`config.mk`:
```
export PLATFORM = sky130hd
export DESIGN_NAME = wpend_board
export DESIGN_NICKNAME = d
export VERILOG_FILES = /design/src/rtl/wpb_pkg.sv /design/src/rtl/wpb_decode.sv /design/src/rtl/wpb_intent.sv /design/src/rtl/wpb_store.sv /design/src/rtl/wpend_board.sv
export SDC_FILE = /design/constraint.sdc
export NUM_CORES = 1
export LEC_CHECK = 0
export ABC_AREA = 1
export BUFFER_PORTS_ARGS = -buffer_cell sky130_fd_sc_hd__clkbuf_2
export CORE_UTILIZATION = 60
export DETAILED_ROUTE_END_ITERATION = 6
export PLACE_DENSITY_LB_ADDON = 0.05
export SLEW_MARGIN = 15
export SYNTH_ARGS = -nofsm -noshare
export SYNTH_HDL_FRONTEND = slang
export SYNTH_SLANG_ARGS = --single-unit
```
`constraint.sdc`:
```
create_clock -name clk -period 2.1 [get_ports clk]
set_clock_uncertainty 0.05 [all_clocks]
set_input_delay 0.21 -clock clk [delete_from_list [all_inputs] [get_ports clk]]
set_output_delay 0.21 -clock clk [all_outputs]
set_load 0.005 [all_outputs]
```
`src/rtl/wpb_pkg.sv`:
```
package wpb_pkg;

  // How register addresses are presented on every port
  typedef enum logic {
    ADDR_BINARY = 1'b0,
    ADDR_ONEHOT = 1'b1
  } addr_mode_e;

  // Width of one address field for a given register count and mode
  function automatic int unsigned addr_width(int unsigned nregs, addr_mode_e mode);
    if (mode == ADDR_ONEHOT) return nregs;
    if (nregs <= 2) return 1;
    return $clog2(nregs);
  endfunction

endpackage

```
`src/rtl/wpb_decode.sv`:
```
// Turns one address field into a register mask, gated by an enable.
module wpb_decode #(
  parameter int unsigned          NREGS = 32,
  parameter wpb_pkg::addr_mode_e  MODE  = wpb_pkg::ADDR_BINARY,
  parameter int unsigned          AW    = wpb_pkg::addr_width(NREGS, MODE)
) (
  input  logic             gate_i,
  input  logic [AW-1:0]    addr_i,
  output logic [NREGS-1:0] mask_o
);
  generate
    if (MODE == wpb_pkg::ADDR_ONEHOT) begin : g_onehot
      always_comb mask_o = gate_i ? addr_i : '0;
    end else begin : g_binary
      for (genvar i = 0; i < NREGS; i++) begin : g_bit
        assign mask_o[i] = gate_i && (addr_i == AW'(i));
      end
    end
  endgenerate
endmodule

```
`src/rtl/wpb_intent.sv`:
```
// Per-unit capture of write intent and destination at issue; produces the
// clear mask used when the unit finishes without a result.
module wpb_intent #(
  parameter int unsigned          NREGS  = 32,
  parameter wpb_pkg::addr_mode_e  MODE   = wpb_pkg::ADDR_BINARY,
  parameter int unsigned          AW     = wpb_pkg::addr_width(NREGS, MODE),
  parameter bit                   EXEMPT = 1'b0
) (
  input  logic             clk,
  input  logic             rst_n,
  input  logic             issue_i,
  input  logic             wr_i,
  input  logic [AW-1:0]    dst_i,
  input  logic             busy_i,
  input  logic             done_i,
  input  logic             res_ok_i,
  output logic [NREGS-1:0] nowr_mask_o,
  output logic             intent_o
);
  logic          intent_q;
  logic [AW-1:0] dst_q;
  logic          nowr_fire;

  // Idle resets the intent; an issue in the same cycle takes precedence
  always_ff @(posedge clk or negedge rst_n) begin
    if (!rst_n) begin
      intent_q <= 1'b0;
      dst_q    <= '0;
    end else begin
      if (!busy_i) intent_q <= 1'b0;
      if (issue_i) begin
        intent_q <= wr_i;
        dst_q    <= dst_i;
      end
    end
  end

  assign nowr_fire = done_i && intent_q && !res_ok_i && !EXEMPT;
  assign intent_o  = intent_q;

  wpb_decode #(.NREGS(NREGS), .MODE(MODE), .AW(AW)) u_dec (
    .gate_i (nowr_fire),
    .addr_i (dst_q),
    .mask_o (nowr_mask_o)
  );

  p_intent_drop_r8: assert property (@(posedge clk) disable iff (!rst_n)
    (!busy_i && !issue_i) |=> !intent_q);

  p_intent_take_r6: assert property (@(posedge clk) disable iff (!rst_n)
    issue_i |=> (intent_q == $past(wr_i)));

  p_res_ok_quiet_r7: assert property (@(posedge clk) disable iff (!rst_n)
    (done_i && res_ok_i) |-> (nowr_mask_o == '0));
endmodule

```
`src/rtl/wpb_store.sv`:
```
// Pending-bit storage; set has priority over clear.
module wpb_store #(
  parameter int unsigned NREGS = 32
) (
  input  logic             clk,
  input  logic             rst_n,
  input  logic [NREGS-1:0] set_i,
  input  logic [NREGS-1:0] clr_i,
  output logic [NREGS-1:0] pend_o
);
  logic [NREGS-1:0] pend_q;

  always_ff @(posedge clk or negedge rst_n) begin
    if (!rst_n) pend_q <= '0;
    else        pend_q <= (pend_q & ~clr_i) | set_i;
  end

  assign pend_o = pend_q;

  p_set_lands_r2: assert property (@(posedge clk) disable iff (!rst_n)
    (|set_i) |=> ((pend_q & $past(set_i)) == $past(set_i)));

  p_set_wins_r4: assert property (@(posedge clk) disable iff (!rst_n)
    (|(set_i & clr_i)) |=> ((pend_q & $past(set_i & clr_i)) == $past(set_i & clr_i)));

  p_clear_lands_r3: assert property (@(posedge clk) disable iff (!rst_n)
    (|(clr_i & ~set_i)) |=> ((pend_q & $past(clr_i & ~set_i)) == '0));

  p_untouched_hold_r3: assert property (@(posedge clk) disable iff (!rst_n)
    1'b1 |=> (((pend_q ^ $past(pend_q)) & ~$past(set_i | clr_i)) == '0));
endmodule

```
`src/rtl/wpend_board.sv`:
```
module wpend_board #(
  parameter int unsigned          NREGS      = 32,
  parameter wpb_pkg::addr_mode_e  MODE       = wpb_pkg::ADDR_BINARY,
  parameter int unsigned          NUNITS     = 3,
  parameter int unsigned          NSRC       = 3,
  parameter logic [NUNITS-1:0]    LDST_UNITS = {1'b1, {(NUNITS-1){1'b0}}},
  localparam int unsigned         AW         = wpb_pkg::addr_width(NREGS, MODE)
) (
  input  logic                 clk,
  input  logic                 rst_n,
  input  logic                 iss_valid_i,
  input  logic [NUNITS-1:0]    iss_unit_i,
  input  logic                 iss_wr_i,
  input  logic [AW-1:0]        iss_dst_i,
  input  logic                 chk_en_i,
  input  logic [NSRC-1:0]      chk_rd_i,
  input  logic [NSRC*AW-1:0]   chk_src_i,
  input  logic [NUNITS-1:0]    wr_grant_i,
  input  logic [NUNITS*AW-1:0] wr_addr_i,
  input  logic [NUNITS-1:0]    fu_busy_i,
  input  logic [NUNITS-1:0]    fu_done_i,
  input  logic [NUNITS-1:0]    fu_res_ok_i,
  output logic                 hazard_o,
  output logic [NREGS-1:0]     pend_o
);
  // Per-requester masks before OR-reduction, brought out as named wires
  logic [NREGS-1:0] set_u  [NUNITS];
  logic [NREGS-1:0] grnt_u [NUNITS];
  logic [NREGS-1:0] nowr_u [NUNITS];
  logic [NREGS-1:0] chk_s  [NSRC];
  logic [NUNITS-1:0] intent_u;

  logic [NREGS-1:0] set_mask;
  logic [NREGS-1:0] clr_mask;
  logic [NREGS-1:0] chk_mask;
  logic [NREGS-1:0] pend_q;

  generate
    for (genvar u = 0; u < NUNITS; u++) begin : g_unit
      logic issue_u;
      assign issue_u = iss_valid_i && iss_unit_i[u];

      wpb_decode #(.NREGS(NREGS), .MODE(MODE), .AW(AW)) u_set_dec (
        .gate_i (issue_u && iss_wr_i),
        .addr_i (iss_dst_i),
        .mask_o (set_u[u])
      );

      wpb_decode #(.NREGS(NREGS), .MODE(MODE), .AW(AW)) u_grant_dec (
        .gate_i (wr_grant_i[u]),
        .addr_i (wr_addr_i[u*AW +: AW]),
        .mask_o (grnt_u[u])
      );

      wpb_intent #(.NREGS(NREGS), .MODE(MODE), .AW(AW),
                   .EXEMPT(LDST_UNITS[u])) u_intent (
        .clk         (clk),
        .rst_n       (rst_n),
        .issue_i     (issue_u),
        .wr_i        (iss_wr_i),
        .dst_i       (iss_dst_i),
        .busy_i      (fu_busy_i[u]),
        .done_i      (fu_done_i[u]),
        .res_ok_i    (fu_res_ok_i[u]),
        .nowr_mask_o (nowr_u[u]),
        .intent_o    (intent_u[u])
      );

      if (LDST_UNITS[u]) begin : g_ldst_chk
        p_ldst_no_nowr_r9: assert property (@(posedge clk) disable iff (!rst_n)
          (fu_done_i[u] && !fu_res_ok_i[u] && intent_u[u]) |-> (nowr_u[u] == '0));
      end
    end

    for (genvar s = 0; s < NSRC; s++) begin : g_src
      wpb_decode #(.NREGS(NREGS), .MODE(MODE), .AW(AW)) u_chk_dec (
        .gate_i (chk_en_i && chk_rd_i[s]),
        .addr_i (chk_src_i[s*AW +: AW]),
        .mask_o (chk_s[s])
      );
    end
  endgenerate

  // OR-reduction of all requesters on each port
  always_comb begin
    set_mask = '0;
    clr_mask = '0;
    for (int u = 0; u < NUNITS; u++) begin
      set_mask = set_mask | set_u[u];
      clr_mask = clr_mask | grnt_u[u] | nowr_u[u];
    end
  end

  always_comb begin
    chk_mask = '0;
    for (int s = 0; s < NSRC; s++) chk_mask = chk_mask | chk_s[s];
  end

  wpb_store #(.NREGS(NREGS)) u_store (
    .clk    (clk),
    .rst_n  (rst_n),
    .set_i  (set_mask),
    .clr_i  (clr_mask),
    .pend_o (pend_q)
  );

  assign pend_o   = pend_q;
  assign hazard_o = |(pend_q & chk_mask);

  p_no_check_no_hazard_r5: assert property (@(posedge clk) disable iff (!rst_n)
    !chk_en_i |-> !hazard_o);

  p_no_pend_no_hazard_r5: assert property (@(posedge clk) disable iff (!rst_n)
    (pend_q == '0) |-> !hazard_o);

  p_quiet_no_set_r2: assert property (@(posedge clk) disable iff (!rst_n)
    (!iss_valid_i || !iss_wr_i) |=> ((pend_q & ~$past(pend_q)) == '0));
endmodule

```
==> impl_metrics.tcl <==
set metrics [dict create \
    synth.avg_cell_area_um2 5.58 \
    synthesis.instances 785 \
    start_util_pct 63.1 \
    dp_cells 956 \
    drt_iter0_markers 875 \
    firstDrtPassIters 7 \
    reg2reg_slack_ps 410 \
    postCtsSetupBuffers 0 \
    yosysMostFrequentCell "nand2_1" \
    synth_adder_area_share_pct 0 \
    yosys.area.top_type "nand2_1" \
    async_flop_share_pct 100 \
    hold_path_end "g_unit[0].u_intent.intent_o$_DFFE_PN0P_" \
    cp-start-kind "input pin" \
    cts_root_buf "clkbuf_8" \
    wl_per_cell_um 17.5 \
    synth_xor_area_share_pct 0 \
    grt_use_total_pct 45.8 \
    irDropWorstVdd_mv 0.433 \
    grt_max_degree 19 \
    reg2reg_depth 7 \
    core_area_mm2 0.00694 \
    r2r_start "g_unit[1].u_intent.intent_o$_DFFE_PN0P_" \
    failed_checks "design-rule violations" \
    cp_data_arrival_time_ps 1560 \
    status "complete, but fails checks" \
    hp-class "in -> reg" \
    max_freq_ghz 0.549 \
    numCtsBuffers 5 \
    grt_pass1_wl_mm 26.5 \
    busiest_layer "met2" \
    hold_depth 3 \
    drive_gt1_share_pct 12.9 \
    setup_viol 0 \
    ys_seq_elements 44 \
    io_pins 91 \
    netlist_top_cells_area "nand2_1, dfrtp_1, nor2_1" \
    ys.flop_type "dfrtp_1" \
    worstSetupPathType "in -> out" \
    htreeDepth 2 \
    cts_max_path_buffers 2 \
    final_nets 926 \
    crit_start "chk_en_i" \
    die_w_um 87.5 \
    max_stage_delay_ps 370 \
    synthMuxAreaShare_pct 0 \
    path_clk_slew_ps 90 \
    post-dp-hpwl_mm 13.0 \
    critPathMostFrequentCell "nand2_1" \
    synthTopCellsByCount "nand2_1, nor2_1, inv_1" \
    fin_crit_ps 1820 \
    hold_violations 0 \
    min-delay-start "fu_busy_i[0]" \
    cp_cell_sequence "clkbuf_2, nand2_2, nor2_4, nand3_1, nand3_1, nand2_1, nand2_1, nor2_1, nand2_1, nor2_1, nand2_1, clkbuf_2" \
    grt_overflow 0 \
    ys_types 24 \
    grt_pass1_vias 5503 \
    cpMaxStageDelayCell "nor2_4" \
    clk_latency_ps 300 \
    synth_top_area_share_pct 27.2 \
    synth-compound-area-share_pct 16.9 \
    gr-usage-met1_pct 53.9 \
    clkSinkCount 44 \
    drv_cap 0 \
    std_cell_rows 30 \
    endpoint_kind "output port" \
    slew_viol_final 0 \
    use_met2_pct 77.5 \
    fin_setup_tns_ps 0 \
    yosysWarnings 0 \
    powerDensity_mw_per_mm2 486 \
    yosys.area_share.simple_pct 48.7 \
    syn_area_mm2 0.00438 \
    place_congestion 1.14 \
    ys_seq_area_share_pct 25.1 \
    tightest_slew_ps 581 \
    relSlewSlack_pct 61.1 \
    drt-total-wl_mm 16.9 \
    num_antenna_cells 0 \
    synth_top_family_by_area "simple AND/OR/NAND/NOR gates" \
    ant_nets 0 \
    final_cells 965 \
    area_growth_pct 13.2 \
    drc_errors 1 \
    use_met3_pct 9.00 \
    timing.final.crit_share_pct 86.8 \
    viasPerCell 6.19 \
    grt_antenna_before_repair 0 \
    worstReg2RegEnd "u_store.pend_o[0]$_DFF_PN0_" \
    vias 5975 \
    die_area_mm2 0.00765 \
    die_h_um 87.5 \
    cts_tree "yes" \
    path_max_fanout 16 \
    synth_nets 843 \
    leakagePower_nw 2.50 \
    io_buffers 87 \
    cp.required_ps 1840 \
    synth_edf_count 0 \
    rsz0062_at_grt "no" \
]
==> metrics by stage <==
step,cell area (um2),util (%),setup slack (ps),total power [mW],hold slack (ps)
6_report,4960,71.4,278,2.41,105
5_1_grt,4960,71.4,238,2.52,99.8
4_1_cts,4960,71.4,339,2.36,93.8
3_5_place_dp,4860,70.0,344,1.83,46.9
3_3_place_gp,4860,70.0,372,1.81,41.8
2_1_floorplan,4380,-,817,1.47,-136
==> kinds of logic after synthesis <==
logic type,Yosys count
AO/OA/AOI/OAI,119
buffers and inverters,95
flip-flops,44
AND/OR/NAND/NOR,527
==> power breakdown <==
part | internal (mW) | total (mW) | switching, mW
sequential | 0.951 | 1.09 | 0.134
combinational | 0.252 | 0.776 | 0.525
clock | 0.237 | 0.551 | 0.314
==> state kept, by name (all words and copies together) (netlist names) <==
name	cells
g_unit.u_intent.dst_q	10
g_unit.u_intent.intent_o	2
u_store.pend_o	32
==> worst max path at each step <==
stage	to	cells past startpoint
5_1_grt	hazard_o	12
3_3_place_gp	hazard_o	12
6_report	hazard_o	12
3_5_place_dp	hazard_o	12
2_1_floorplan	u_store.pend_o[1]$_DFF_PN0_	8
4_1_cts	hazard_o	12
==> cells in the final DEF, fill, tap and decap left out, drive strengths merged, types with 5 or more instances in the layout <==
cell type    n
clkbuf      93
o21ai       54
nor2       133
o32ai       11
inv         75
nor3         6
buf          5
o22ai       35
nand3       57
dfrtp       44
nand2      324
nand4        7
==> routing by layer <==
layer	wire, um	up-vias
met2	7890	517
met3	1960	140
met1	5920	2588
met5	0	-
met4	1160	0
li1	-	2730
==> worst max-delay path, delay by kind of cell <==
kind | cells | cell delay, ps
buffers and inverters | 2 | 230
and+or+nand+nor | 10 | 1120
==> final cells by class <==
| cell class | instances | area [um2] |
|---|---|---|
| multi-input cells | 646 | 2880 |
| fillers | 654 | 1980 |
| flip-flops and latches | 44 | 1100 |
| repair buffers | 93 | 483 |
| inverters | 78 | 293 |
| well taps | 96 | 120 |
| clock buffers | 6 | 72.6 |
| clock inverters | 2 | 16.3 |
==> repair_timing <==
item | CTS | global route
hold buffers | 1 | 0
gates resized for setup | 0 | 0
hold endpoints to repair | 10 | 0
Power figures use the tool's default switching activity.
